### src/rtl/rank_pkg.sv
package rank_pkg;

  // Win-count values that mark a place
  localparam int unsigned SECOND_PLACE_WINS = 3;
  localparam int unsigned THIRD_PLACE_WINS  = 2;

  // Bits needed to hold values 0..max_val
  function automatic int unsigned bits_for(input int unsigned max_val);
    int unsigned b;
    b = 1;
    while ((32'd1 << b) <= max_val) b = b + 1;
    return b;
  endfunction

endpackage

### src/rtl/rank_pair_matrix.sv
// Full matrix of strict pairwise comparisons. beat_o[i*N+j] means
// contestant i holds more votes than contestant j. Each ordered pair
// has its own comparator, so both halves of the matrix are computed
// independently.
module rank_pair_matrix #(
  parameter int unsigned N  = 5,
  parameter int unsigned CW = 4
) (
  input  logic [N*CW-1:0] tally_i,
  output logic [N*N-1:0]  beat_o
);

  function automatic logic strictly_above(input logic [CW-1:0] mine,
                                          input logic [CW-1:0] theirs);
    return mine > theirs;
  endfunction

  for (genvar i = 0; i < N; i++) begin : g_row
    for (genvar j = 0; j < N; j++) begin : g_col
      if (i == j) begin : g_self
        assign beat_o[i*N+j] = 1'b0;
      end else begin : g_cmp
        assign beat_o[i*N+j] = strictly_above(tally_i[i*CW +: CW],
                                              tally_i[j*CW +: CW]);
      end
    end
  end

endmodule

### src/rtl/rank_win_adder.sv
// Two-stage sum of comparison wins. Stage one adds the hits in pairs
// into 2-bit partial sums. Stage two adds the partial sums into the
// full win count.
module rank_win_adder #(
  parameter int unsigned NI = 4,
  parameter int unsigned WW = 3
) (
  input  logic [NI-1:0] hits_i,
  output logic [WW-1:0] sum_o
);

  localparam int unsigned NP = (NI + 1) / 2;

  logic [2*NP-1:0]     padded;
  logic [NP-1:0][1:0]  pair_sum;

  always_comb begin
    padded         = '0;
    padded[NI-1:0] = hits_i;
  end

  function automatic logic [1:0] half_add(input logic a, input logic b);
    return {1'b0, a} + {1'b0, b};
  endfunction

  for (genvar p = 0; p < NP; p++) begin : g_stage1
    assign pair_sum[p] = half_add(padded[2*p], padded[2*p+1]);
  end

  always_comb begin
    logic [WW-1:0] acc;
    acc = '0;
    for (int p = 0; p < NP; p++) acc = acc + WW'(pair_sum[p]);
    sum_o = acc;
  end

endmodule

### src/rtl/rank_place_decode.sv
// Exact-value decode of a win count into place flags.
module rank_place_decode #(
  parameter int unsigned WW = 3
) (
  input  logic [WW-1:0] wins_i,
  output logic          second_o,
  output logic          third_o
);
  import rank_pkg::*;

  function automatic logic is_exact(input logic [WW-1:0] w,
                                    input int unsigned   target);
    return w == WW'(target);
  endfunction

  assign second_o = is_exact(wins_i, SECOND_PLACE_WINS);
  assign third_o  = is_exact(wins_i, THIRD_PLACE_WINS);

endmodule

### src/rtl/rank_unit.sv
module rank_unit #(
  parameter  int unsigned N  = 5,
  parameter  int unsigned CW = 4,
  localparam int unsigned WW = rank_pkg::bits_for(N - 1)
) (
  input  logic            clk,
  input  logic            rst_n,
  input  logic [N*CW-1:0] tally_i,
  output logic [N*WW-1:0] wins_o,
  output logic [N-1:0]    second_o,
  output logic [N-1:0]    third_o
);
  import rank_pkg::*;

  localparam int unsigned PAIRS = N * (N - 1) / 2;
  localparam int unsigned TW    = bits_for(PAIRS);

  // Comparison matrix, brought out as a named net for the checks
  logic [N*N-1:0] beat;

  rank_pair_matrix #(.N(N), .CW(CW)) u_pairs (
    .tally_i (tally_i),
    .beat_o  (beat)
  );

  logic [N-1:0][WW-1:0] wins_d, wins_q;
  logic [N-1:0]         second_d, third_d, second_q, third_q;

  for (genvar i = 0; i < N; i++) begin : g_contestant
    logic [N-2:0] hits;

    for (genvar k = 0; k < N - 1; k++) begin : g_opp
      localparam int unsigned OPP = (k < i) ? k : k + 1;
      assign hits[k] = beat[i*N+OPP];
    end

    rank_win_adder #(.NI(N-1), .WW(WW)) u_add (
      .hits_i (hits),
      .sum_o  (wins_d[i])
    );

    rank_place_decode #(.WW(WW)) u_dec (
      .wins_i   (wins_d[i]),
      .second_o (second_d[i]),
      .third_o  (third_d[i])
    );
  end

  always_ff @(posedge clk or negedge rst_n) begin
    if (!rst_n) begin
      wins_q   <= '0;
      second_q <= '0;
      third_q  <= '0;
    end else begin
      wins_q   <= wins_d;
      second_q <= second_d;
      third_q  <= third_d;
    end
  end

  assign wins_o   = wins_q;
  assign second_o = second_q;
  assign third_o  = third_q;

  // Total of all registered win counts, for the pair-balance check
  logic [TW-1:0] total_wins;
  always_comb begin
    logic [TW-1:0] acc;
    acc = '0;
    for (int i = 0; i < N; i++) acc = acc + TW'(wins_q[i]);
    total_wins = acc;
  end

  AST_TOTAL_WINS: assert property (@(posedge clk) disable iff (!rst_n)
    total_wins <= TW'(PAIRS));

  for (genvar i = 0; i < N; i++) begin : g_chk
    AST_WIN_RANGE: assert property (@(posedge clk) disable iff (!rst_n)
      wins_q[i] <= WW'(N - 1));
    AST_THIRD_DECODE: assert property (@(posedge clk) disable iff (!rst_n)
      third_q[i] == (wins_q[i] == WW'(THIRD_PLACE_WINS)));
    AST_SECOND_DECODE: assert property (@(posedge clk) disable iff (!rst_n)
      second_q[i] == (wins_q[i] == WW'(SECOND_PLACE_WINS)));
    AST_FLAG_EXCL: assert property (@(posedge clk) disable iff (!rst_n)
      !(second_q[i] && third_q[i]));
    for (genvar j = i + 1; j < N; j++) begin : g_pair
      AST_ANTISYM: assert property (@(posedge clk) disable iff (!rst_n)
        !(beat[i*N+j] && beat[j*N+i]));
    end
  end

endmodule

### config.mk
export PLATFORM = sky130hd
export DESIGN_NAME = rank_unit
export DESIGN_NICKNAME = d
export VERILOG_FILES = /design/src/rtl/rank_pkg.sv /design/src/rtl/rank_pair_matrix.sv /design/src/rtl/rank_win_adder.sv /design/src/rtl/rank_place_decode.sv /design/src/rtl/rank_unit.sv
export SDC_FILE = /design/constraint.sdc
export NUM_CORES = 1
export LEC_CHECK = 0
export BUFFER_PORTS_ARGS = -buffer_cell sky130_fd_sc_hd__buf_2
export CAP_MARGIN = 20
export CORE_ASPECT_RATIO = 1.1
export CORE_MARGIN = 3
export CORE_UTILIZATION = 45
export DETAILED_ROUTE_END_ITERATION = 10
export GPL_TIMING_DRIVEN = 0
export MAX_ROUTING_LAYER = met4
export PLACE_DENSITY_LB_ADDON = 0.05
export SETUP_SLACK_MARGIN = 0.5
export SLEW_MARGIN = 20
export SYNTH_ARGS = -nofsm -noshare
export SYNTH_HDL_FRONTEND = slang
export SYNTH_SLANG_ARGS = --single-unit
### constraint.sdc
create_clock -name clk -period 1.02 [get_ports clk]
set_input_delay 0.102 -clock clk [delete_from_list [all_inputs] [get_ports clk]]
set_output_delay 0.102 -clock clk [all_outputs]
set_load 0.01 [all_outputs]
==> out/results.ini, run 1 <==
[outcome]
status = finished with violations
violations = negative hold slack, negative setup slack

[final_layout]
syn_to_final_growth_pct = 61.08
layout.cells.non_filler = 288
fillers = 254
fin_nets = 314
drive_above_1_share_pct = 66.95
n_antenna_cell = 0

[cts]
ctsLongestPathBuffers = 2
root_buffer = clkbuf_8
cts.htree.levels = 1
clk_pin_slew_ps = 80
cts_tree = done
cts.sinks = 25
cts_inserted_buffers = 3

[yosys]
synth_commonest_cells = ha_1, dfrtp_1, inv_1
synth_area_leaders = dfrtp_1, ha_1, fa_1
synth_edf_count = 0
syn-cell-area_um2 = 1987
yosys_warnings = 0
yosys.area.top_type = dfrtp_1
syn_avg_cell_area_um2 = 11.23
synth.distinct_cells = 18
synthesis.nets = 254
synthFlopType = dfrtp_1
synth_most_common_cell = ha_1
ys_ff_latch = 25
async_flop_share_pct = 100.0
netlist.area_leader.share_pct = 31.49
synthCells = 177
yosysSeqAreaShare_pct = 31.49

[timing]
worstMarginPinSlew_ps = 519.0
setup_tns_ps = -16480
hold_viol = 25
period_minus_slack_ps = 1867
rsz0062_at_grt = true
hold-worst-slack_ps = -194.6
slew_viol_final = 0
relSlewSlack_pct = 65.40
setup_slack_ps = -846.8
period_share_pct = 183.0
max_freq_mhz = 535.7
setup_violations = 25

[drt]
drc = 0
firstDrtPassIters = 6
routed_wirelength_um = 4949
avgRoutedWirePerCell_um = 17.18
via_per_inst = 5.372
vias = 1547
drt_iter0_drc = 33
final_antenna_net_count = 0

[placed_design]
gp_congestion = 0.7722
port_buffers = 46
dp_hpwl_um = 3930
placed_cells = 275

[worst_setup_path]
cp-start-kind = input pin
cp_slowest_stage_delay_ps = 530
cp_slowest_cell = fa_1
criticalPathCategory = input pin to register
cp_max_fo = 4
cpMostUsedCell = ha_4
worstPathRequired_ps = 1200
crit_path_cell_trace = buf_8, inv_12, ha_4, nor2b_4, o21ai_2, a32o_2, fa_1, inv_2, ha_4, ha_4, nor3b_2
arrival_ps = 2050
endpoint_kind = register

[die]
io_pins = 47
die_y_um = 75.69
fp.dieW_um = 69.36
dieArea_um2 = 5249
initial_core_util_pct = 48.30
num_rows = 24
core_um2 = 4114

[power]
power_density_nw_per_um2 = 1475
p_leak_nw = 1.446
worst_ir_drop_vdd_v = 0.001570

[global_routing]
grt_pass1_wl_um = 7817
grt_overflow_total = 0
grt_max_degree = 26
grtUsageTotal_pct = 19.67
grt_pass1_vias = 1756
antenna_found_initial = 0

[run]
maxCapViolCount = 0

[hold_path]
hold_class = input pin to async pin

==> layout make-up <==
type                       count  area (um^2)  share of cell area (%)
sequential                    25        625.6                   19.55
inverter                      20        137.6                   4.300
tap                           52        65.06                   2.033
timing repair buffer          55        444.2                   13.88
clock inverter                 1        7.507                  0.2346
clock buffer                   3        41.29                   1.290
multi-input combinational    132         1879                   58.72
==> flip-flops by register name (all words and copies together), names as in the netlist <==
signal	count
wins_o	15
second_o	5
third_o	5
==> routing by layer <==
metal,GRT usage [%],vias up,wire [um]
li1,-,742,-
met1,20.28,761,1894
met2,38.24,36,2800
met3,3.694,8,175
met4,6.291,0,78
met5,-,-,0
==> kinds of logic (layout without fill, tap and decap cells) <==
group / after synthesis / after routing / share of synthesized area [%]
AND/OR/NAND/NOR: 47 / 47 / 16.00
flip-flops: 25 / 25 / 31.49
buffers and inverters: 20 / 79 / 3.778
adder cells (fa/ha/maj): 55 / 55 / 36.52
AO/OA/AOI/OAI: 30 / 30 / 12.22
==> report_power, final <==
group	switching, mW	total [mW]	internal, mW
Sequential	0.0961	1.49	1.39
Combinational	1.25	2.68	1.42
Clock	0.284	0.559	0.276
==> critical path: cells and delay by family <==
family          cells  cell delay (ps)
compound gates      2              290
buf+inv             3              180
fa+ha+maj           4             1210
simple gates        2              270
==> final timing paths <==
check / from / cells after the start / endpoint / slack (ps)
min in group clk: tally_i[1] / 5 / wins_o[0] / 570
worst min-delay path: rst_n / 1 / third_o[2] / -190
max in group asynchronous: rst_n / 1 / wins_o[10] / 870
worst max-delay path: tally_i[17] / 11 / third_o[3] / -850
==> placed cells by master (no fill, tap or decap), types with 2 or more instances in the layout <==
master / instances
a21oi_1: 6
a21oi_2: 4
a2bb2oi_1: 3
a2bb2oi_2: 3
a32o_2: 3
and2_1: 2
and2_2: 2
and2_4: 6
and3b_1: 5
buf_12: 4
buf_2: 30
buf_4: 10
buf_6: 7
buf_8: 4
clkbuf_8: 3
dfrtp_1: 25
fa_1: 5
ha_1: 12
ha_2: 5
ha_4: 33
inv_1: 4
inv_12: 3
inv_2: 9
inv_8: 3
nand2_1: 11
nand2_2: 4
nand2_4: 2
nor2b_1: 3
nor2b_4: 7
nor3b_2: 4
o21ai_2: 3
o21bai_1: 2
o21bai_4: 5
==> metrics by stage <==
step,setup WS [ps],utilization [%],power (mW),cell area (um^2)
after floorplan,-973.4,-,3.059,2430
after global placement,-1246,66.24,3.771,2725
after detailed placement,-1269,66.24,3.897,2725
after CTS,-838.4,76.67,4.726,3154
after global routing,-901.6,77.80,5.072,3201
final,-846.8,77.80,4.722,3201
==> repair_timing <==
| item | 4_1_cts | 5_1_grt |
|---|---|---|
| pin swaps | 30 | 13 |
| setup endpoints to repair | 50 | 50 |
| buffers inserted | 8 | 1 |
| resized for setup | 71 | 10 |
| hold endpoints to repair | 25 | 25 |
| cloned | 0 | 0 |
No activity file was read; power rests on OpenSTA's default activity.
==> inputs of run 2 (changes only) <==
- clock period: 1.02 -> 1.6 ns (I/O delays scaled with it)
==> out/results.ini, run 2 (synthesis gave the netlist of run 1 again) <==
[outcome]
status = finished with violations
violations = negative setup slack

[die]
fp.dieW_um = 69.36
initial_core_util_pct = 48.30
die_y_um = 75.69
num_rows = 24
dieArea_um2 = 5249
io_pins = 47
core_um2 = 4114

[placed_design]
port_buffers = 46
gp_congestion = 0.7722
dp_hpwl_um = 3930

[cts]
cts.sinks = 25
clk_pin_slew_ps = 80
cts_tree = done
cts_inserted_buffers = 3
cts.htree.levels = 1
root_buffer = clkbuf_8
ctsLongestPathBuffers = 2

[drt]
via_per_inst = 5.363
drc = 0
final_antenna_net_count = 0
avgRoutedWirePerCell_um = 17.21
vias = 1550
drt_iter0_drc = 24
firstDrtPassIters = 4
routed_wirelength_um = 4974

[global_routing]
grt_max_degree = 26
grtUsageTotal_pct = 19.70
grt_overflow_total = 0
grt_pass1_vias = 1761
grt_pass1_wl_um = 7824
antenna_found_initial = 0

[power]
power_density_nw_per_um2 = 935.6
seq_power_share_pct = 31.5
worst_ir_drop_vdd_v = 0.001001
power.switching_mw = 1.039
p_leak_nw = 1.448
swShare_pct = 34.66
clkPwrFrac_pct = 11.9
p_comb_share_pct = 56.6
p_int_mw = 1.959

[timing]
relSlewSlack_pct = 65.30
rsz0062_at_grt = true
setup_violations = 22
setup_tns_ps = -3600
worstMarginPinSlew_ps = 520.6
hold-worst-slack_ps = 407.0
period_share_pct = 120.3
period_minus_slack_ps = 1925
slew_viol_final = 0
hold_viol = 0
max_freq_mhz = 519.6
setup_slack_ps = -324.7

[final_layout]
drive_above_1_share_pct = 66.67
largest_reg_flops = 15
final_common_cell = ha_4
fin_nets = 315
ff_latch_area_um2 = 625.6
n_antenna_cell = 0
post-route-util_pct = 77.89
final_cell_mix = ha_4, buf_2, dfrtp_1
multi_input_area_um2 = 1879
syn_to_final_growth_pct = 61.27
fillers = 255

[worst_setup_path]
cp-start-kind = input pin
endpoint_kind = register
arrival_ps = 2110
worstPathRequired_ps = 1780
criticalPathCategory = input pin to register
cp_max_fo = 4

[run]
maxCapViolCount = 0

[hold_path]
hold_class = input pin to async pin

==> run 2: cell types whose count changed in the layout (fill, tap and decap cells not counted), sizes merged <==
cell	delta
dlygate4sd3	+1
==> run 2: path summary, 6_finish.rpt <==
check,start,endpoint,slack [ps]
max in group asynchronous,rst_n,wins_o[10],840
worst min-delay path,rst_n,third_o[2],410
min in group clk,tally_i[1],wins_o[0],630
worst max-delay path,tally_i[17],third_o[3],-320
==> run 2: layout make-up <==
| type | count | share of cell area [%] |
|---|---|---|
| Multi-Input combinational cell | 132 | 58.65 |
| Sequential cell | 25 | 19.52 |
| Timing Repair Buffer | 56 | 13.98 |
| Inverter | 20 | 4.295 |
| Tap cell | 52 | 2.030 |
| Clock buffer | 3 | 1.289 |
| Clock inverter | 1 | 0.2343 |
==> run 2: repair_timing <==
item / CTS / global route
hold buffers: 1 / 0
setup buffers: 8 / 1
endpoints found under the setup margin: 25 / 25
pin swaps: 30 / 13
hold endpoints to repair: 25 / 0
resized for setup: 71 / 9
==> run 2: layer usage <==
layer / share of wire [%] / vias to the layer above / wire [um] / global-route usage, %
li1: - / 744 / - / -
met3: 3.5 / 10 / 176 / 3.694
met1: 38 / 758 / 1903 / 20.36
met2: 56 / 38 / 2793 / 38.24
met4: 2.1 / 0 / 102 / 6.291
met5: 0 / - / 0 / -
==> run 2: through the flow <==
step / power, mW / setup slack (ps) / instance area [um^2] / instances
5_1_grt: 3.221 / -379.6 / 3204 / 289
4_1_cts: 3.015 / -316.4 / 3164 / 288
3_3_place_gp: 2.404 / -723.7 / 2725 / 275
6_report: 2.998 / -324.7 / 3204 / 289
2_1_floorplan: 1.950 / -451.4 / 2430 / 177
3_5_place_dp: 2.484 / -746.8 / 2725 / 275
==> run 2: critical path, stage by stage <==
cell	delay (ps)
buf_8	90
inv_12	40
ha_4	260
nor2b_4	130
o21ai_2	60
a32o_2	230
fa_1	530
inv_2	50
ha_4	160
ha_4	260
nor3b_2	140
==> run 2: power by group through the flow <==
stage / Combinational [mW] / Sequential (mW) / Clock (mW)
6_report: 1.70 / 0.945 / 0.357
3_5_place_dp: 1.53 / 0.957 / 0
5_1_grt: 1.86 / 0.963 / 0.396
2_1_floorplan: 0.836 / 1.11 / 0
3_3_place_gp: 1.46 / 0.947 / 0
4_1_cts: 1.69 / 0.948 / 0.373
==> inputs of run 3 (changes only) <==
- BUFFER_PORTS_ARGS: -buffer_cell sky130_fd_sc_hd__buf_2 -> -buffer_cell sky130_fd_sc_hd__clkbuf_2
- MAX_ROUTING_LAYER: met4 -> unset
==> out/results.ini, run 3 (synthesis gave the netlist of run 1 again) <==
[outcome]
status = finished with violations
violations = negative setup slack

[global_routing]
grtUsageTotal_pct = 18.71
grt_max_degree = 26
grt_overflow_total = 0
antenna_found_initial = 0
grt_pass1_vias = 1655
grt_pass1_wl_um = 7679

[power]
power.switching_mw = 1.030
swShare_pct = 35.07
p_int_mw = 1.907
worst_ir_drop_vdd_v = 0.0009786
power_density_nw_per_um2 = 960.4
seq_power_share_pct = 32.6
p_comb_share_pct = 55.3
p_leak_nw = 1.414
clkPwrFrac_pct = 12.1
fin_total_pwr_mw = 2.937

[drt]
firstDrtPassIters = 4
vias = 1497
drc = 0
via_per_inst = 5.327
final_antenna_net_count = 0
routed_wirelength_um = 4702
drt_iter0_drc = 25
avgRoutedWirePerCell_um = 16.73

[worst_setup_path]
arrival_ps = 2210
criticalPathCategory = input pin to register
cp_max_fo = 3
cp_slowest_stage_delay_ps = 520
setup.worst_path.start = tally_i[15]
cp_slowest_cell = fa_1
endpoint_kind = register
worstPathRequired_ps = 1760
crit_path_cell_trace = clkbuf_2, inv_1, ha_1, a21oi_1, nand2_1, fa_1, inv_2, ha_4, ha_4, and3b_1
cpMostUsedCell = ha_4
cp-start-kind = input pin

[die]
io_pins = 47
num_rows = 24
initial_core_util_pct = 48.30
core_um2 = 4114
dieArea_um2 = 5249
die_y_um = 75.69
fp.dieW_um = 69.36

[final_layout]
final_cell_mix = clkbuf_2, ha_4, dfrtp_1
layout.cells.non_filler = 281
syn_to_final_growth_pct = 53.90
n_antenna_cell = 0
final_cell_area_um2 = 3058
final_common_cell = clkbuf_2
fin_nets = 307
largest_reg_flops = 15
drive_above_1_share_pct = 59.39

[cts]
cts.sinks = 25
ctsLongestPathBuffers = 2
cts_tree = done
root_buffer = clkbuf_8
clk_pin_slew_ps = 80
cts.htree.levels = 1
cts_inserted_buffers = 3

[timing]
hold_viol = 0
setup_violations = 24
max_freq_mhz = 486.6
slew_viol_final = 0
relSlewSlack_pct = 61.72
period_minus_slack_ps = 2055
period_share_pct = 128.4
rsz0062_at_grt = true
setup_slack_ps = -454.9
worstMarginPinSlew_ps = 574.2

[placed_design]
dp_hpwl_um = 3983
port_buffers = 46
post_dp_cell_area_um2 = 2725
placed_cells = 275
pre_cts_slack_ps = -760.7
gp_congestion = 0.7600

[hold_path]
hold_class = input pin to async pin

[run]
maxCapViolCount = 0

-- run 3: changes by cell type in the layout (fill, tap and decap cells not counted), sizes merged --
cell      delta
clkinv       +1
clkinvlp     -1
buf         -51
clkbuf      +43
-- run 3: final timing paths --
kind                               end  slack [ps]
max                        second_o[3]        -450
min                         wins_o[12]         420
max in group asynchronous  second_o[2]         800
min in group clk             wins_o[3]         660
-- run 3: repair_timing --
action	in CTS	in global routing
resized for setup	32	15
hold endpoints to repair	25	0
pin swaps	16	12
setup endpoints to repair	25	25
hold buffers	1	0
setup buffers	1	0
-- run 3: through the flow --
stage,utilization [%],hold slack [ps],TNS [ps]
floorplan,-,-135.6,-6181
global placement,66.24,158.9,-12970
finish,74.33,422.5,-4936
detailed placement,66.24,185.0,-13830
global route,74.33,468.6,-5941
CTS,71.81,445.5,-5032
-- run 3: metal layers --
metal | track usage [%] | up-vias | wire, um
met2 | 37.82 | 32 | 2663
met5 | 0 | - | 0
met3 | 4.354 | 9 | 211
met1 | 20.84 | 727 | 1754
met4 | 1.952 | 0 | 72
li1 | - | 729 | -
-- run 3: layout make-up --
cell class	instances	area [um^2]
fill	287	1056
clock inverter	1	5.005
inverter	20	130.1
sequential	25	625.6
clock buffer	3	41.29
multi-input combinational	132	1802
tap	52	65.06
timing repair buffer	48	389.1
-- run 3: critical path, delay by kind of cell --
kind / cells / cell delay, ps
AND/OR/NAND/NOR: 2 / 280
adder cells (fa/ha/maj): 4 / 1220
AO/OA/AOI/OAI: 1 / 270
buffers and inverters: 3 / 280
-- run 3: power groups by stage --
stage	clock [mW]	sequential [mW]	combinational [mW]
floorplan	0	1.11	0.836
global placement	0	0.959	1.45
detailed placement	0	0.975	1.52
CTS	0.368	0.962	1.58
global route	0.400	0.977	1.82
finish	0.355	0.957	1.62
